## src/rtl/coh_evt_pkg.sv

```systemverilog
package coh_evt_pkg;

  localparam int NUM_Q = 3;

  // queue identifiers; index into one-hot pick vectors
  typedef enum logic [1:0] {
    Q_UNBLK = 2'd0,
    Q_RESP  = 2'd1,
    Q_REQ   = 2'd2,
    Q_NONE  = 2'd3
  } qid_e;

  typedef enum logic [4:0] {
    EV_RD_SHARED    = 5'd0,
    EV_RD_INSTR     = 5'd1,
    EV_RD_EXCL      = 5'd2,
    EV_UPGRADE      = 5'd3,
    EV_WB_OWNER     = 5'd4,
    EV_WB_STALE     = 5'd5,
    EV_RD_SPEC      = 5'd6,
    EV_EXPOSE       = 5'd7,
    EV_VICT_DIRTY   = 5'd8,
    EV_VICT_CLEAN   = 5'd9,
    EV_L1_DATA_DRT  = 5'd10,
    EV_L1_DATA_CLN  = 5'd11,
    EV_ACK_PART     = 5'd12,
    EV_ACK_ALL      = 5'd13,
    EV_MEM_DATA     = 5'd14,
    EV_MEM_ACK      = 5'd15,
    EV_EXT_INV      = 5'd16,
    EV_UNBLOCK      = 5'd17,
    EV_UNBLOCK_EXCL = 5'd18,
    EV_NONE         = 5'd31
  } evt_e;

  // request opcodes
  localparam logic [2:0] OP_RD_SHARED = 3'd0;
  localparam logic [2:0] OP_RD_INSTR  = 3'd1;
  localparam logic [2:0] OP_RD_EXCL   = 3'd2;
  localparam logic [2:0] OP_UPGRADE   = 3'd3;
  localparam logic [2:0] OP_WRITEBACK = 3'd4;
  localparam logic [2:0] OP_RD_SPEC   = 3'd5;
  localparam logic [2:0] OP_EXPOSE    = 3'd6;

  // control -> datapath strobes
  typedef struct packed {
    logic [NUM_Q-1:0] pick;   // one-hot selected queue, bit 0 = unblock
    logic             evtOn;  // selected head yields a real event
  } ctlStrobe_t;

endpackage

```

## src/rtl/coh_evt_datapath.sv

```systemverilog
module coh_evt_datapath
  import coh_evt_pkg::*;
#(
  parameter int ADDR_W = 32,
  parameter int CNT_W  = 6
) (
  input  logic              clk,
  input  logic              rstN,
  input  ctlStrobe_t        strobe,
  input  logic [1:0]        unblkType,
  input  logic [ADDR_W-1:0] unblkAddr,
  input  logic              respFromL1,
  input  logic [1:0]        respType,
  input  logic              respDirty,
  input  logic [CNT_W-1:0]  respAckCnt,
  input  logic [CNT_W-1:0]  pendAcks,
  input  logic [ADDR_W-1:0] respAddr,
  input  logic [2:0]        reqType,
  input  logic [ADDR_W-1:0] reqAddr,
  input  logic              reqIsSharer,
  input  logic              lineHit,
  input  logic              wayFree,
  input  logic [ADDR_W-1:0] victimAddr,
  input  logic              victimDirty,
  output logic [NUM_Q-1:0]  qErr,
  output logic              reqKeep,
  output logic [4:0]        evtCode,
  output logic [1:0]        evtQueue,
  output logic [ADDR_W-1:0] evtAddr
);

  evt_e              qCode [NUM_Q];
  logic [ADDR_W-1:0] qAddr [NUM_Q];
  logic [CNT_W-1:0]  ackLeft;
  logic              ownerOk;
  evt_e              selCode;

  assign ackLeft = pendAcks - respAckCnt;
  assign ownerOk = lineHit && reqIsSharer;
  assign reqKeep = !lineHit && !wayFree;

  // unblock queue
  always_comb begin
    qErr[0]  = 1'b0;
    qAddr[0] = unblkAddr;
    unique case (unblkType)
      2'd0:    qCode[0] = EV_UNBLOCK;
      2'd1:    qCode[0] = EV_UNBLOCK_EXCL;
      default: begin qCode[0] = EV_NONE; qErr[0] = 1'b1; end
    endcase
  end

  // response queue: L1 senders and memory senders decode differently
  always_comb begin
    qErr[1]  = 1'b0;
    qAddr[1] = respAddr;
    qCode[1] = EV_NONE;
    if (respFromL1) begin
      unique case (respType)
        2'd0:    qCode[1] = respDirty ? EV_L1_DATA_DRT : EV_L1_DATA_CLN;
        2'd1:    qCode[1] = (ackLeft == '0) ? EV_ACK_ALL : EV_ACK_PART;
        default: qErr[1]  = 1'b1;
      endcase
    end else begin
      unique case (respType)
        2'd0:    qCode[1] = EV_MEM_DATA;
        2'd1:    qCode[1] = EV_MEM_ACK;
        2'd2:    qCode[1] = EV_EXT_INV;
        default: qErr[1]  = 1'b1;
      endcase
    end
  end

  // request queue: victim replacement takes precedence over the opcode
  always_comb begin
    qErr[2]  = 1'b0;
    qAddr[2] = reqAddr;
    qCode[2] = EV_NONE;
    if (reqKeep) begin
      qCode[2] = victimDirty ? EV_VICT_DIRTY : EV_VICT_CLEAN;
      qAddr[2] = victimAddr;
    end else begin
      unique case (reqType)
        OP_RD_SHARED: qCode[2] = EV_RD_SHARED;
        OP_RD_INSTR:  qCode[2] = EV_RD_INSTR;
        OP_RD_EXCL:   qCode[2] = EV_RD_EXCL;
        OP_UPGRADE:   qCode[2] = ownerOk ? EV_UPGRADE : EV_RD_EXCL;
        OP_WRITEBACK: qCode[2] = ownerOk ? EV_WB_OWNER : EV_WB_STALE;
        OP_RD_SPEC:   qCode[2] = EV_RD_SPEC;
        OP_EXPOSE:    qCode[2] = EV_EXPOSE;
        default:      qErr[2]  = 1'b1;
      endcase
    end
  end

  // output mux driven by the one-hot pick
  always_comb begin
    selCode  = EV_NONE;
    evtAddr  = '0;
    evtQueue = Q_NONE;
    for (int i = 0; i < NUM_Q; i++) begin
      if (strobe.pick[i]) begin
        selCode  = qCode[i];
        evtAddr  = qAddr[i];
        evtQueue = 2'(i);
      end
    end
  end

  assign evtCode = strobe.evtOn ? selCode : EV_NONE;

  // a victim event always names the victim line
  p_victim_addr_r5: assert property (@(posedge clk) disable iff (!rstN)
    (strobe.evtOn && strobe.pick[2] && !lineHit && !wayFree) |-> (evtAddr == victimAddr));

  // upgrade only for a present line held by the requester
  p_upgrade_owner_r3: assert property (@(posedge clk) disable iff (!rstN)
    (evtCode == EV_UPGRADE) |-> (lineHit && reqIsSharer && strobe.pick[2]));

  // all-acks only when the carried count drains the pending count
  p_ack_all_r8: assert property (@(posedge clk) disable iff (!rstN)
    (evtCode == EV_ACK_ALL) |-> (pendAcks == respAckCnt));

endmodule

```

## src/rtl/coh_evt_ctrl.sv

```systemverilog
module coh_evt_ctrl
  import coh_evt_pkg::*;
(
  input  logic             clk,
  input  logic             rstN,
  input  logic [NUM_Q-1:0] qValid,
  input  logic [NUM_Q-1:0] qErr,
  input  logic             reqKeep,
  input  logic             evtReady,
  output ctlStrobe_t       strobe,
  output logic             evtValid,
  output logic             errValid,
  output logic [NUM_Q-1:0] qPop
);

  logic [NUM_Q-1:0] prioPick;
  logic [NUM_Q-1:0] lockQ;
  logic [NUM_Q-1:0] pick;
  logic             anyPick;
  logic             errHit;
  logic             keepHead;

  // fixed priority: lowest index wins
  always_comb begin
    prioPick = '0;
    for (int i = NUM_Q - 1; i >= 0; i--) begin
      if (qValid[i]) prioPick = NUM_Q'(1) << i;
    end
  end

  assign pick     = (lockQ != '0) ? (lockQ & qValid) : prioPick;
  assign anyPick  = |pick;
  assign errHit   = |(pick & qErr);
  assign evtValid = anyPick && !errHit;
  assign errValid = anyPick && errHit;
  assign keepHead = pick[2] && reqKeep;

  always_comb begin
    qPop = '0;
    if (errValid)                               qPop = pick;
    else if (evtValid && evtReady && !keepHead) qPop = pick;
  end

  // hold the selection while an offered event waits
  always_ff @(posedge clk) begin
    if (!rstN)                      lockQ <= '0;
    else if (evtValid && !evtReady) lockQ <= pick;
    else                            lockQ <= '0;
  end

  assign strobe.pick  = pick;
  assign strobe.evtOn = evtValid;

  // never more than one queue popped
  p_single_pop_r11: assert property (@(posedge clk) disable iff (!rstN)
    $onehot0(qPop));

  // a good head leaves only on acceptance
  p_pop_on_accept_r11: assert property (@(posedge clk) disable iff (!rstN)
    ((|qPop) && !errValid) |-> (evtValid && evtReady));

  // refused offer keeps the same queue while it stays valid
  p_hold_queue_r2: assert property (@(posedge clk) disable iff (!rstN)
    (evtValid && !evtReady) |=>
      ((pick == $past(pick)) || ((qValid & $past(pick)) == '0)));

  // a replacement never consumes the request
  p_keep_request_r5: assert property (@(posedge clk) disable iff (!rstN)
    (pick[2] && reqKeep && !errValid) |-> !qPop[2]);

  // unblock wins when nothing is held
  p_prio_unblk_r1: assert property (@(posedge clk) disable iff (!rstN)
    (qValid[0] && !$past(evtValid && !evtReady)) |-> pick[0]);

endmodule

```

## src/rtl/coh_evt_classifier.sv

```systemverilog
module coh_evt_classifier
  import coh_evt_pkg::*;
#(
  parameter int ADDR_W = 32,
  parameter int CNT_W  = 6
) (
  input  logic              clk,
  input  logic              rstN,
  input  logic              unblkValid,
  input  logic [1:0]        unblkType,
  input  logic [ADDR_W-1:0] unblkAddr,
  output logic              unblkPop,
  input  logic              respValid,
  input  logic              respFromL1,
  input  logic [1:0]        respType,
  input  logic              respDirty,
  input  logic [CNT_W-1:0]  respAckCnt,
  input  logic [CNT_W-1:0]  pendAcks,
  input  logic [ADDR_W-1:0] respAddr,
  output logic              respPop,
  input  logic              reqValid,
  input  logic [2:0]        reqType,
  input  logic [ADDR_W-1:0] reqAddr,
  input  logic              reqIsSharer,
  input  logic              lineHit,
  input  logic              wayFree,
  input  logic [ADDR_W-1:0] victimAddr,
  input  logic              victimDirty,
  output logic              reqPop,
  input  logic              evtReady,
  output logic              evtValid,
  output logic [4:0]        evtCode,
  output logic [1:0]        evtQueue,
  output logic [ADDR_W-1:0] evtAddr,
  output logic              errValid
);

  ctlStrobe_t       strobe;
  logic [NUM_Q-1:0] qErr;
  logic [NUM_Q-1:0] qPop;
  logic             reqKeep;

  coh_evt_ctrl u_ctrl (
    .clk      (clk),
    .rstN     (rstN),
    .qValid   ({reqValid, respValid, unblkValid}),
    .qErr     (qErr),
    .reqKeep  (reqKeep),
    .evtReady (evtReady),
    .strobe   (strobe),
    .evtValid (evtValid),
    .errValid (errValid),
    .qPop     (qPop)
  );

  coh_evt_datapath #(.ADDR_W(ADDR_W), .CNT_W(CNT_W)) u_dp (
    .clk         (clk),
    .rstN        (rstN),
    .strobe      (strobe),
    .unblkType   (unblkType),
    .unblkAddr   (unblkAddr),
    .respFromL1  (respFromL1),
    .respType    (respType),
    .respDirty   (respDirty),
    .respAckCnt  (respAckCnt),
    .pendAcks    (pendAcks),
    .respAddr    (respAddr),
    .reqType     (reqType),
    .reqAddr     (reqAddr),
    .reqIsSharer (reqIsSharer),
    .lineHit     (lineHit),
    .wayFree     (wayFree),
    .victimAddr  (victimAddr),
    .victimDirty (victimDirty),
    .qErr        (qErr),
    .reqKeep     (reqKeep),
    .evtCode     (evtCode),
    .evtQueue    (evtQueue),
    .evtAddr     (evtAddr)
  );

  assign unblkPop = qPop[0];
  assign respPop  = qPop[1];
  assign reqPop   = qPop[2];

endmodule

```

## config.mk

```make
export PLATFORM = sky130hd
export DESIGN_NAME = coh_evt_classifier
export DESIGN_NICKNAME = d
export VERILOG_FILES = /design/src/rtl/coh_evt_pkg.sv /design/src/rtl/coh_evt_datapath.sv /design/src/rtl/coh_evt_ctrl.sv /design/src/rtl/coh_evt_classifier.sv
export SDC_FILE = /design/constraint.sdc
export NUM_CORES = 1
export LEC_CHECK = 0
export BUFFER_PORTS_ARGS = -buffer_cell sky130_fd_sc_hd__buf_2
export CAP_MARGIN = 20
export CORE_MARGIN = 8
export CORE_UTILIZATION = 35
export DETAILED_ROUTE_END_ITERATION = 10
export PLACE_DENSITY = 0.9
export SYNTH_ARGS = -nofsm -noshare
export SYNTH_HDL_FRONTEND = slang
export SYNTH_SLANG_ARGS = --single-unit
```

## constraint.sdc

```tcl
create_clock -name clk -period 2.75 [get_ports clk]
set_input_delay 0.4125 -clock clk [delete_from_list [all_inputs] [get_ports clk]]
set_output_delay 0.4125 -clock clk [all_outputs]
set_load 0.01 [all_outputs]
```

* Word-level counts from Yosys, hierarchy flattened
Index checks and enable logic that the tools add are counted.
W data, S select, Z words.
** Word-level totals
- Output and inout port bits :: 44
- Register bits :: 3
- Logic and storage cells :: 72
- Input port bits :: 159
** Operators by class
- $add $sub $neg :: 1
- Bitwise operators :: 2
- Reduce and logical (&&, ||, !) cells :: 25
- Multiplexer cells :: 34
- Equality and inequality tests :: 9
** Operators by type and width (number)
- $mux W32 :: 4
- $pmux W5 S7 :: 1
- $mux W5 :: 5
- $mux W3 :: 6
- $pmux W5 S3 :: 1
- $mux W1 :: 11
- $pmux W5 S2 :: 1
- $eq A3 B3 Y1 const B :: 3
- $reduce_or A3 Y1 :: 3
- $logic_and A1 B1 Y1 :: 8
- $pmux W4 S2 :: 1
- $reduce_or A7 Y1 :: 1
- $and A3 B3 Y3 :: 2
- $eq A3 B2 Y1 const B :: 2
- $logic_not A6 Y1 :: 1
- $mux W2 :: 3
- $sub A6 B6 Y6 :: 1
- $logic_not A1 Y1 :: 5
- $eq A2 B1 Y1 const B :: 2
- $logic_not A2 Y1 :: 2
- $mux W4 :: 1
- $reduce_or A2 Y1 :: 2
- $eq A3 B1 Y1 const B :: 1
- $logic_not A3 Y1 :: 1
- 3 further kinds :: 3

* Depth between registers and ports, before layout
- Depth after elaboration :: 12
- Gate-level depth with buffers :: 8
- Mapped depth without buffers :: 7

* Modules after synthesis
A second synthesis with hierarchy kept.
** Second synthesis, totals
- Cell total of the unflattened synthesis :: 255
- Area total of the unflattened synthesis :: 1517.7 µm²
** Modules (own cells, without submodules)
- coh_evt_datapath :: instances 1, seq. area each 0.0 µm², cells each 224, area each 1273.7 µm²
- coh_evt_ctrl :: instances 1, seq. area each 60.1 µm², cells each 31, area each 244.0 µm²

* Least setup slack after synthesis
No wires, ideal clock.
- Kind :: input port to output port
- Start :: in respAckCnt[4]
- End :: out evtCode[0]
- Data required time :: 2.338 ns
- Stages :: 7
- Arrival :: 1.649 ns
- Path buffers :: 0
- Path slack :: 0.688 ns
- Cell sequence :: inv_1 -> ha_1 -> nor2_1 -> xnor2_1 -> a21oi_1 -> a2111oi_0 -> o221ai_1
** On the way
- Longest elaborated chain between the ends :: 8
** RTL lines
- start, declared :: RTL line coh_evt_classifier.sv:17 : input logic [CNT_W-1:0] respAckCnt,
- $sub A6 B6 Y6 :: RTL line coh_evt_datapath.sv:38 : assign ackLeft = pendAcks - respAckCnt;
- $logic_not A6 Y1 :: RTL line coh_evt_datapath.sv:61 : 2'd1: qCode[1] = (ackLeft == '0) ? EV_ACK_ALL : EV_ACK_PART;
- $mux W1 :: RTL line coh_evt_datapath.sv:61
- $pmux W5 S2 :: RTL line coh_evt_datapath.sv:59 : unique case (respType)
- $mux W5 :: RTL line coh_evt_datapath.sv:58 : if (respFromL1) begin
- $mux W5 (2 in a row) :: RTL line coh_evt_datapath.sv:102 : if (strobe.pick[i]) begin
- $mux W5 :: RTL line coh_evt_datapath.sv:110 : assign evtCode = strobe.evtOn ? selCode : EV_NONE;
- end, declared :: RTL line coh_evt_classifier.sv:32 : output logic [4:0] evtCode,
Every way passes these cells.

* Worst setup path in the final report
Same ends and word-level chain as after synthesis.

==> summary.md <==
| Metric | Value |
|---|---|
| Vias | around 2800 |
| Root Driver | clkbuf_8 |
| DR WL/cell | 17.2 um |
| Period utilization | 0.938 |
| Synthesized flop and latch total | 3 |
| All-layer global routing usage | 0.213 |
| IO Count | 203 |
| Setup violations, final | 0 |
| Port Buffers | 202 |
| Setup Skew | between 0.003 and 0.004 ns |
| Final HPWL DP | 6.84 mm |
| GP Congestion | 0.892 |
| Internal Dissipation | 0.370 mW |
| Combinational share of power | 0.727 |
| Worst hold path type | input pin to register |
| Hold Buf Count CTS | 0 |
| Seq pwr share | 0.076 |
| Vias in the first global route | 2573 |
| Maximum clock path buffer count | 2 |
| Worst-path cell chain | buf_2 -> inv_1 -> ha_1 -> nor2_1 -> xnor2_1 -> a21oi_1 -> a2111oi_0 -> o221ai_1 -> buf_2 |
| Setup TNS | 0 ns |
| Initial antenna violation count | 0 |
| CTS tree | built |
| Most common cell on crit path | buf_2 |
| Iter 0 DRT Violations | 106 |
| Count of pins over their slew limit | 0 |
| RSZ-0062 raised after global routing | no |
| Post-DRT Antenna Nets | 0 |
| Worst slew margin | 0.530 |
| CP peak stage delay | 0.61 ns |
| Drc violations | 0 |
| Max FO, Critical Path | 4 |
| CP Launch Type | input pin |
| Switching share of power | 0.426 |
| Layout cells sized above 1 | 0.513 |
| Clock network power share | 0.197 |
| Main synth FF type | dfxtp_1 |
| Largest net degree at the start of global routing | about 70 |
| CP max stage cell | a2111oi_0 |
| Setup ws final | roughly 0.17 ns |
| N_diodes | 0 |
| Cells after synthesis | 251 |
| Pre-antenna DRT Iters | 4 |
| Critical path type | input pin to output pin |
| Switching pwr | 0.275 mW |
| Core area | 4290 sq um |
| Fmax | ~390 MHz |
| Pwr Total | 0.645 mW |
| Area growth from synthesis to layout | 69.0% |
| Yosys cell types | 42 |
| Finished Core Util | 0.605 |
| Largest registers | u_ctrl.lockQ: 3 flops |
| Status | completed |
| Post-cts resize count | 0 |
| DR vias/cell | 5.64 |
| Num Clock Sinks | 3 |
| WP data arrival | 2.17 ns |
| Design area | 2600 sq um |
| Post-synthesis sequential area ratio | 0.0391 |
| Pwr/cell area | between 200 and 250 nW/um^2 |
| Final WL | 8.40 mm |
| CP endpoint kind | output pin |
| DIE WIDTH | 82.3 um |
| First-pass GRT wire length | 11.8 mm |
| Slew @ Worst Pin | 0.704 ns |
| Top reg by flops | u_ctrl.lockQ |
| Post-synthesis area per instance | 6.12 sq um |
| Num rows | 24 |
| Die Height | between 80 and 90 um |
| Post-Syn Nets | 415 |
| Placed inst area | 2550 sq um |
| GRT Residual Overflow | 0 |
| Max reg flops | 3 |
| Post-synth EDFFs | 0 |
| Pleak | ~1.4 nW |
| TritonCTS Buffers | 3 |
| Fillers | 404 |
| Synthesized cell area | 1540 sq um |
| Skew-Pair Late Insertion Delay | 0.22 ns |
| Req. time, crit path | 2.34 ns |
| Synth async-reset ratio | 0 |
| Initial core utilization | 0.358 |
| Post-layout min period | 2.58 ns |
| Full die area | between 6000 and 7000 sq um |
| Max-cap violations | 0 |
| Count of final hold-check violations | 0 |
| Yosys warning count | 0 |
| Postcts setup bufs | 0 |
| Clk slew on worst S/H paths | roughly 0.030 ns |
| Internal reg-to-reg setup slack | 1.10 ns |
| H-tree Lvls | 1 |
| Post-place setup slack | 0.194 ns |
| Worst vdd ir | roughly 0.25 mV |
| Fin nets | between 600 and 700 |
[final timing paths]
path	from	endpoint	cells after the start
min reg2reg	u_ctrl.lockQ[2]$_SDFF_PN0_	u_ctrl.lockQ[2]$_SDFF_PN0_	2
max reg2reg	u_ctrl.lockQ[0]$_SDFF_PN0_	u_ctrl.lockQ[2]$_SDFF_PN0_	5
min	evtReady	u_ctrl.lockQ[1]$_SDFF_PN0_	3
max	respAckCnt[4]	evtCode[0]	9
[power by group through the flow]
stage / combinational [mW] / sequential [mW] / clock [mW]
final: 0.469 / 0.0488 / 0.127
after global routing: 0.519 / 0.0490 / 0.136
after CTS: 0.472 / 0.0486 / 0.130
after detailed placement: 0.471 / 0.0492 / 0
after global placement: 0.460 / 0.0491 / 0
after floorplan: 0.248 / 0.0462 / 0
[per-layer routing]
layer  vias to the layer above  routed length, um  track usage
li1                       1329                  -            -
met4                         0                265       0.0912
met2                       188               4010        0.362
met3                        24               1230       0.0747
met5                         -                  0            0
met1                      1215               2900        0.235
[layout by cell type, fill, tap and decap left out, drive strengths merged, types with 4 or more instances in the layout]
master  instances
a21oi           8
a221oi         32
a31oi          35
buf           208
clkbuf          4
ha              5
inv             9
nand2          73
nand2b          4
nand3           4
nor2           14
o21ai           9
[layout make-up]
type,count,area [sq um],share of cell area
multi-input cells,213,1320,0.510
repair buffers,208,1070,0.412
well taps,52,65.1,0.0251
flip-flops and latches,3,60.1,0.0231
clock buffers,4,45.0,0.0173
inverters,9,33.8,0.0130
[critical path, delay by kind of cell]
family,cells,cell delay (ns)
buffers and inverters,3,0.29
adder cells (fa/ha/maj),1,0.32
AO/OA/AOI/OAI,3,0.87
AND/OR/NAND/NOR,1,0.15
XOR/XNOR,1,0.13
[stage by stage]
| stage | hold WS [ns] | std cells |
|---|---|---|
| final | 0.503 | 489 |
| after floorplan | 0.588 | 251 |
| after global placement | 0.723 | 485 |
| after detailed placement | 0.724 | 485 |
| after global routing | 0.505 | 489 |
| after CTS | 0.499 | 489 |
[logic make-up after synthesis]
group | share of synthesized area
buffers and inverters | 0.103
adders and majority gates | 0.0407
DFF | 0.0391
and+or+nand+nor | 0.296
AOI/OAI and AO/OA | 0.503
xor gates and xnor gates | 0.0171
[synth_stat cells (2+ instances only)]
library cell	instances	area, sq um
nand3_1	4	20.0
a311o_1	2	20.0
ha_1	5	62.6
a31oi_1	34	213
xnor2_1	3	26.3
a21oi_1	8	40.0
nand2_1	73	274
nor2_1	13	48.8
clkbuf_1	7	26.3
dfxtp_1	3	60.1
o21a_1	3	22.5
a221oi_1	32	280
inv_1	9	33.8
o21ai_0	7	35.0
buf_2	16	80.1
nand2b_1	4	25.0
buf_4	2	15.0
o211ai_2	2	25.0
(Power assumes the default switching activity.)
